<file path="config.mk">
export PLATFORM = sky130hd
export DESIGN_NAME = nand_wp_lock
export DESIGN_NICKNAME = d
export VERILOG_FILES = /design/src/rtl/nand_wp_pkg.sv /design/src/rtl/nand_wp_mode_fsm.sv /design/src/rtl/nand_wp_range_regs.sv /design/src/rtl/nand_wp_req_gate.sv /design/src/rtl/nand_wp_lock.sv
export SDC_FILE = /design/constraint.sdc
export NUM_CORES = 1
export LEC_CHECK = 0
export ABC_AREA = 1
export BUFFER_PORTS_ARGS = -buffer_cell sky130_fd_sc_hd__buf_4
export CAP_MARGIN = 10
export CELL_PAD_IN_SITES_DETAIL_PLACEMENT = 1
export CELL_PAD_IN_SITES_GLOBAL_PLACEMENT = 1
export CORE_MARGIN = 1.5
export CORE_UTILIZATION = 31
export CTS_CLUSTER_DIAMETER = 150
export CTS_CLUSTER_SIZE = 28
export DETAILED_ROUTE_END_ITERATION = 16
export PLACE_DENSITY = 0.76
export SKIP_LAST_GASP = 1
export SLEW_MARGIN = 25
export SYNTH_ARGS = -nofsm -noshare
export SYNTH_HDL_FRONTEND = slang
export SYNTH_SLANG_ARGS = --single-unit
</file>
<file path="constraint.sdc">
create_clock -name clk -period 2.6 [get_ports clk]
set_clock_uncertainty 0.15 [all_clocks]
set_input_delay 0.65 -clock clk [delete_from_list [all_inputs] [get_ports clk]]
set_output_delay 0.65 -clock clk [all_outputs]
set_load 0.01 [all_outputs]
</file>
<file path="src/rtl/nand_wp_pkg.sv">
package nand_wp_pkg;

    typedef enum logic [2:0] {
        WP_TIGHT    = 3'd1,
        WP_LOCK_ALL = 3'd2,
        WP_UNLOCK   = 3'd4
    } wp_mode_e;

    typedef enum logic [2:0] {
        SEL_MODE   = 3'd0,
        SEL_START  = 3'd1,
        SEL_END    = 3'd2,
        SEL_BUFKEY = 3'd3,
        SEL_STATUS = 3'd4
    } reg_sel_e;

    localparam int STAT_TIGHT_BIT = 3;
    localparam int STAT_BUF_BIT   = 4;
    localparam int STAT_VIOL_BIT  = 5;

endpackage

</file>
<file path="src/rtl/nand_wp_mode_fsm.sv">
module nand_wp_mode_fsm
    import nand_wp_pkg::*;
#(
    parameter int DATA_W = 16
) (
    input  logic              clk,
    input  logic              rst_n,
    input  logic              mode_wr,
    input  logic [DATA_W-1:0] wr_data,
    output wp_mode_e          mode_q,
    output logic              tight,
    output logic              unlock
);
    wp_mode_e mode_d;

    // state register
    always_ff @(posedge clk or negedge rst_n) begin
        if (!rst_n) mode_q <= WP_LOCK_ALL;
        else        mode_q <= mode_d;
    end

    // transitions: TIGHT is absorbing, illegal codes are ignored
    always_comb begin
        mode_d = mode_q;
        unique case (mode_q)
            WP_TIGHT: mode_d = WP_TIGHT;
            WP_LOCK_ALL, WP_UNLOCK: begin
                if (mode_wr) begin
                    if (wr_data == DATA_W'(WP_UNLOCK))        mode_d = WP_UNLOCK;
                    else if (wr_data == DATA_W'(WP_LOCK_ALL)) mode_d = WP_LOCK_ALL;
                    else if (wr_data == DATA_W'(WP_TIGHT))    mode_d = WP_TIGHT;
                end
            end
            default: mode_d = WP_LOCK_ALL;
        endcase
    end

    // output decode
    always_comb begin
        tight  = 1'b0;
        unlock = 1'b0;
        unique case (mode_q)
            WP_TIGHT:    tight  = 1'b1;
            WP_UNLOCK:   unlock = 1'b1;
            WP_LOCK_ALL: ;
            default:     ;
        endcase
    end
endmodule

</file>
<file path="src/rtl/nand_wp_range_regs.sv">
module nand_wp_range_regs #(
    parameter int BLK_W = 16
) (
    input  logic             clk,
    input  logic             rst_n,
    input  logic             wr_start,
    input  logic             wr_end,
    input  logic [BLK_W-1:0] wr_data,
    input  logic             frozen,
    output logic [BLK_W-1:0] start_q,
    output logic [BLK_W-1:0] end_q
);
    localparam int NUM_BOUNDS = 2;

    logic [BLK_W-1:0] bound_q [NUM_BOUNDS];
    logic             bound_we [NUM_BOUNDS];

    assign bound_we[0] = wr_start;
    assign bound_we[1] = wr_end;

    for (genvar g = 0; g < NUM_BOUNDS; g++) begin : g_bound
        always_ff @(posedge clk or negedge rst_n) begin
            if (!rst_n)                       bound_q[g] <= '0;
            else if (bound_we[g] && !frozen)  bound_q[g] <= wr_data;
        end
    end

    assign start_q = bound_q[0];
    assign end_q   = bound_q[1];
endmodule

</file>
<file path="src/rtl/nand_wp_req_gate.sv">
module nand_wp_req_gate #(
    parameter int BLK_W = 16
) (
    input  logic             clk,
    input  logic             rst_n,
    input  logic             req_valid,
    input  logic [BLK_W-1:0] req_block,
    input  logic             unlock,
    input  logic [BLK_W-1:0] lo_blk,
    input  logic [BLK_W-1:0] hi_blk,
    output logic             fwd_valid,
    output logic [BLK_W-1:0] fwd_block,
    output logic             violation
);
    logic in_range;
    logic permit;

    always_comb begin
        in_range = (req_block >= lo_blk) && (req_block <= hi_blk);
        permit   = unlock && in_range;
    end

    always_ff @(posedge clk or negedge rst_n) begin
        if (!rst_n) begin
            fwd_valid <= 1'b0;
            fwd_block <= '0;
            violation <= 1'b0;
        end else begin
            fwd_valid <= req_valid && permit;
            if (req_valid && permit) fwd_block <= req_block;
            if (req_valid && !permit) violation <= 1'b1;
        end
    end
endmodule

</file>
<file path="src/rtl/nand_wp_lock.sv">
module nand_wp_lock
    import nand_wp_pkg::*;
#(
    parameter int BLK_W   = 16,
    parameter int DATA_W  = 16,
    parameter int BUF_KEY = 2
) (
    input  logic              clk,
    input  logic              rst_n,
    input  logic              reg_wr_en,
    input  logic [2:0]        reg_wr_sel,
    input  logic [DATA_W-1:0] reg_wr_data,
    input  logic [2:0]        reg_rd_sel,
    output logic [DATA_W-1:0] reg_rd_data,
    input  logic              req_valid,
    input  logic [BLK_W-1:0]  req_block,
    output logic              fwd_valid,
    output logic [BLK_W-1:0]  fwd_block,
    input  logic              buf_wr_req,
    output logic              buf_wr_grant
);
    wp_mode_e         mode_q;
    logic             tight;
    logic             unlock;
    logic [BLK_W-1:0] start_q;
    logic [BLK_W-1:0] end_q;
    logic [DATA_W-1:0] bufkey_q;
    logic             violation;
    logic             buf_open;
    logic             wr_mode, wr_start, wr_end, wr_key;

    always_comb begin
        wr_mode  = reg_wr_en && (reg_wr_sel == SEL_MODE);
        wr_start = reg_wr_en && (reg_wr_sel == SEL_START);
        wr_end   = reg_wr_en && (reg_wr_sel == SEL_END);
        wr_key   = reg_wr_en && (reg_wr_sel == SEL_BUFKEY);
    end

    nand_wp_mode_fsm #(.DATA_W(DATA_W)) mode_i (
        .clk     (clk),
        .rst_n   (rst_n),
        .mode_wr (wr_mode),
        .wr_data (reg_wr_data),
        .mode_q  (mode_q),
        .tight   (tight),
        .unlock  (unlock)
    );

    nand_wp_range_regs #(.BLK_W(BLK_W)) range_i (
        .clk      (clk),
        .rst_n    (rst_n),
        .wr_start (wr_start),
        .wr_end   (wr_end),
        .wr_data  (reg_wr_data[BLK_W-1:0]),
        .frozen   (tight),
        .start_q  (start_q),
        .end_q    (end_q)
    );

    nand_wp_req_gate #(.BLK_W(BLK_W)) gate_i (
        .clk       (clk),
        .rst_n     (rst_n),
        .req_valid (req_valid),
        .req_block (req_block),
        .unlock    (unlock),
        .lo_blk    (start_q),
        .hi_blk    (end_q),
        .fwd_valid (fwd_valid),
        .fwd_block (fwd_block),
        .violation (violation)
    );

    always_ff @(posedge clk or negedge rst_n) begin
        if (!rst_n)      bufkey_q <= '0;
        else if (wr_key) bufkey_q <= reg_wr_data;
    end

    assign buf_open     = (bufkey_q == DATA_W'(BUF_KEY));
    assign buf_wr_grant = buf_wr_req && buf_open;

    always_comb begin
        reg_rd_data = '0;
        unique case (reg_rd_sel)
            SEL_MODE:   reg_rd_data = DATA_W'(mode_q);
            SEL_START:  reg_rd_data = DATA_W'(start_q);
            SEL_END:    reg_rd_data = DATA_W'(end_q);
            SEL_BUFKEY: reg_rd_data = bufkey_q;
            SEL_STATUS: begin
                reg_rd_data[2:0]            = mode_q;
                reg_rd_data[STAT_TIGHT_BIT] = tight;
                reg_rd_data[STAT_BUF_BIT]   = buf_open;
                reg_rd_data[STAT_VIOL_BIT]  = violation;
            end
            default:    reg_rd_data = '0;
        endcase
    end
endmodule

</file>
==> flow_metrics.env <==
export IMPL_synth_seq_cells=69
export IMPL_ys_types=32
export IMPL_required_ns=1.80
export IMPL_via_count=3728
export IMPL_clockRootBuffer="clkbuf_16"
export IMPL_cp_max_fo=5
export IMPL_fp_dieH_um=115.7
export IMPL_topRoutingLayerUsed="met4"
export IMPL_synth_area_top_cells="dfrtp_1 43%, nand2_1 13%, ha_1 10%"
export IMPL_seq_area_frac_synth_pct=43.88
export IMPL_final_hold_viol_count=0
export IMPL_syn_to_final_growth_pct=28.09
export IMPL_grt_max_degree=37
export IMPL_fin_crit_ns=2.550
export IMPL_reg2reg_depth=10
export IMPL_placed_cells=734
export IMPL_fmax_ghz=0.3921
export IMPL_regToRegSetupSlack_ns=0.52
export IMPL_antenna_found_initial=0
export IMPL_yosys_warnings=0
export IMPL_avgSynthCellArea_um2=7.987
export IMPL_fin_nets=652
export IMPL_grt_pass1_wl_um=19530
export IMPL_nFillCells=1505
export IMPL_syn_nets=568
export IMPL_antennaDiodeCount=0
export IMPL_status="completed"
export IMPL_drt_pass1_iterations=5
export IMPL_ant_nets=0
export IMPL_min_delay_path_class="in2async"
export IMPL_die_x_um=115.7
export IMPL_maxSlewViolCount=0
export IMPL_detailed_place_hpwl_um=9523
export IMPL_critPathLaunchType="primary input"
export IMPL_ctsHtreeMaxLevel=3
export IMPL_path_common_cell="buf_4"
export IMPL_wl_met3_um=374
export IMPL_leakagePower_nw=2.632
export IMPL_die_area_um2=13390
export IMPL_via_per_inst=4.971
export IMPL_slew_headroom_pct=67.60
export IMPL_synth_area_um2=3938
export IMPL_r2r_end="gate_i.fwd_block[7]$_DFFE_PN0P_"
export IMPL_clock_latency_ns=0.33
export IMPL_initial_core_util_pct=32.24
export IMPL_slowest_delay_ns=0.25
export IMPL_core_area_um2=12210
export IMPL_numCtsBuffers=9
export IMPL_fin_tns_setup_ns=0
export IMPL_synth_top_cell_by_area="dfrtp_1"
export IMPL_drt_initial_drc_count=198
export IMPL_rows=40
export IMPL_yosysTopAreaCellShare_pct=43.22
export IMPL_cts_tree="done"
export IMPL_cts_hold_buf=0
export IMPL_grt_ovfl_total=0
export IMPL_path_clk_slew_ns=0.06
export IMPL_route_detailed_drc=0
export IMPL_wire_per_inst_um=16.09
export IMPL_fin_crit_sh_pct=98.09
export IMPL_layout_cells_non_filler=750
export IMPL_pwr_density_cell_nw_per_um2=642.2
export IMPL_worstSetupPathType="in2out"
export IMPL_fin_util_pct=41.30
export IMPL_finalSetupViolations=0
export IMPL_final_cell_mix="139 x nand2_1, 89 x buf_4, 71 x inv_1"
export IMPL_end_kind="output port"
export IMPL_peakVddDrop_v=0.0002808
export IMPL_final_common_cell="nand2_1"
export IMPL_worst_r2r_startpoint="range_i.end_q[15]$_DFFE_PN0P_"
export IMPL_tightest_slew_ns=0.4860
export IMPL_finalWirelength_um=12070
export IMPL_rsz0062_at_grt="no"
export IMPL_holdWs_ns=0.1336
export IMPL_worst_endpoint_arrival_ns=1.75
export IMPL_io_buffers=76
export IMPL_place_gp_congestion=0.8482
export IMPL_clockBufferDepth=2
export IMPL_critPathLaunch="reg_rd_sel[0]"
export IMPL_met1_length_um=5682
export IMPL_io_pins=77
export IMPL_grt_pass1_vias=3806
export IMPL_critPathSlowestCell="o21ai_0"
export IMPL_max_cap_violations=0
export IMPL_path_cells="buf_4, nor3_2, inv_1, buf_4, o21ai_0, buf_4"
export IMPL_synthesis_instances=493
export IMPL_drive_gt1_share_pct=20.45
export IMPL_grtUsageTotal_pct=19.08
export IMPL_clock_sinks=69
export IMPL_wl_met2_um=5747
## through the flow
stage / instance area, um2 / total power (W) / setup WS [ns]
4_1_cts: 5035 / 0.003267 / 0.03129
5_1_grt: 5044 / 0.003432 / 0.02409
3_3_place_gp: 4742 / 0.002038 / 0.08312
6_report: 5044 / 0.003239 / 0.04955
2_1_floorplan: 3938 / 0.001764 / 0.1844
3_5_place_dp: 4742 / 0.002094 / 0.04619
## synth_stat cells
master and instances:
a21oi_1 16, a21oi_4 1, a221o_1 2, a22oi_1 8, and3_1 1, buf_2 2, buf_4 1, buf_6 1
clkbuf_1 12, dfrtp_1 68, dfstp_2 1, ha_1 32, inv_1 71, inv_2 1, nand2_1 139, nand2_2 4
nand3_1 8, nand3_4 1, nand3b_1 1, nand4_1 26, nor2_1 16, nor3_1 5, nor3_2 2, nor4_1 3
o2111ai_1 1, o21a_1 1, o21ai_0 59, o21ai_1 3, o221a_2 1, o221ai_1 3, o22ai_1 2, o31ai_1 1
## critical path, delay by kind of cell
kind,cells,cell delay [ns]
buffers and inverters,4,0.62
AOI/OAI and AO/OA,1,0.25
and+or+nand+nor,1,0.23
## cell families after synthesis
group | count (synthesis) | synth area share, %
simple gates | 206 | 22.97
compound gates | 98 | 14.24
buf+inv | 88 | 8.738
flops | 69 | 43.88
fa+ha+maj | 32 | 10.17
## flip-flops by register name, summed over array words and instances, names as in the netlist
register and flops:
mode_i.mode_q 3, gate_i.violation 1, gate_i.fwd_block 16, bufkey_q 16, range_i.start_q 16, range_i.end_q 16, gate_i.fwd_valid 1
## per-layer routing
layer / up-vias / track usage, %
li1: 1809 / -
met1: 1826 / 25.10
met2: 72 / 32.31
met3: 21 / 2.824
met4: 0 / 6.504
met5: - / 0
## power breakdown
part	internal, W	switching (W)
Combinational	0.000302	0.000454
Sequential	0.00122	0.000121
Clock	0.000668	0.000478
## layout make-up
cell class,instances,area (um2),area share [%]
multi-input cells,336,1889,37.46
flip-flops and latches,69,1728,34.26
repair buffers,89,668.1,13.25
inverters,72,270.3,5.358
clock buffers,10,239.0,4.738
well taps,168,210.2,4.168
clock inverters,6,38.79,0.7690
## how the worst max path moves through the flow
stage,end,slack (ns),depth (start not counted)
floorplan,reg_rd_data[4],0.18,4
global placement,reg_rd_data[4],0.08,6
detailed placement,reg_rd_data[2],0.05,7
CTS,reg_rd_data[4],0.03,4
global route,reg_rd_data[5],0.02,5
finish,reg_rd_data[15],0.05,6
## timing repair
| item | CTS | global route |
|---|---|---|
| endpoints found under the setup margin | 2 | 4 |
| gates resized for setup | 3 | 2 |
| cloned | 0 | 0 |
| setup buffers | 0 | 0 |
(Power assumes the default switching activity.)
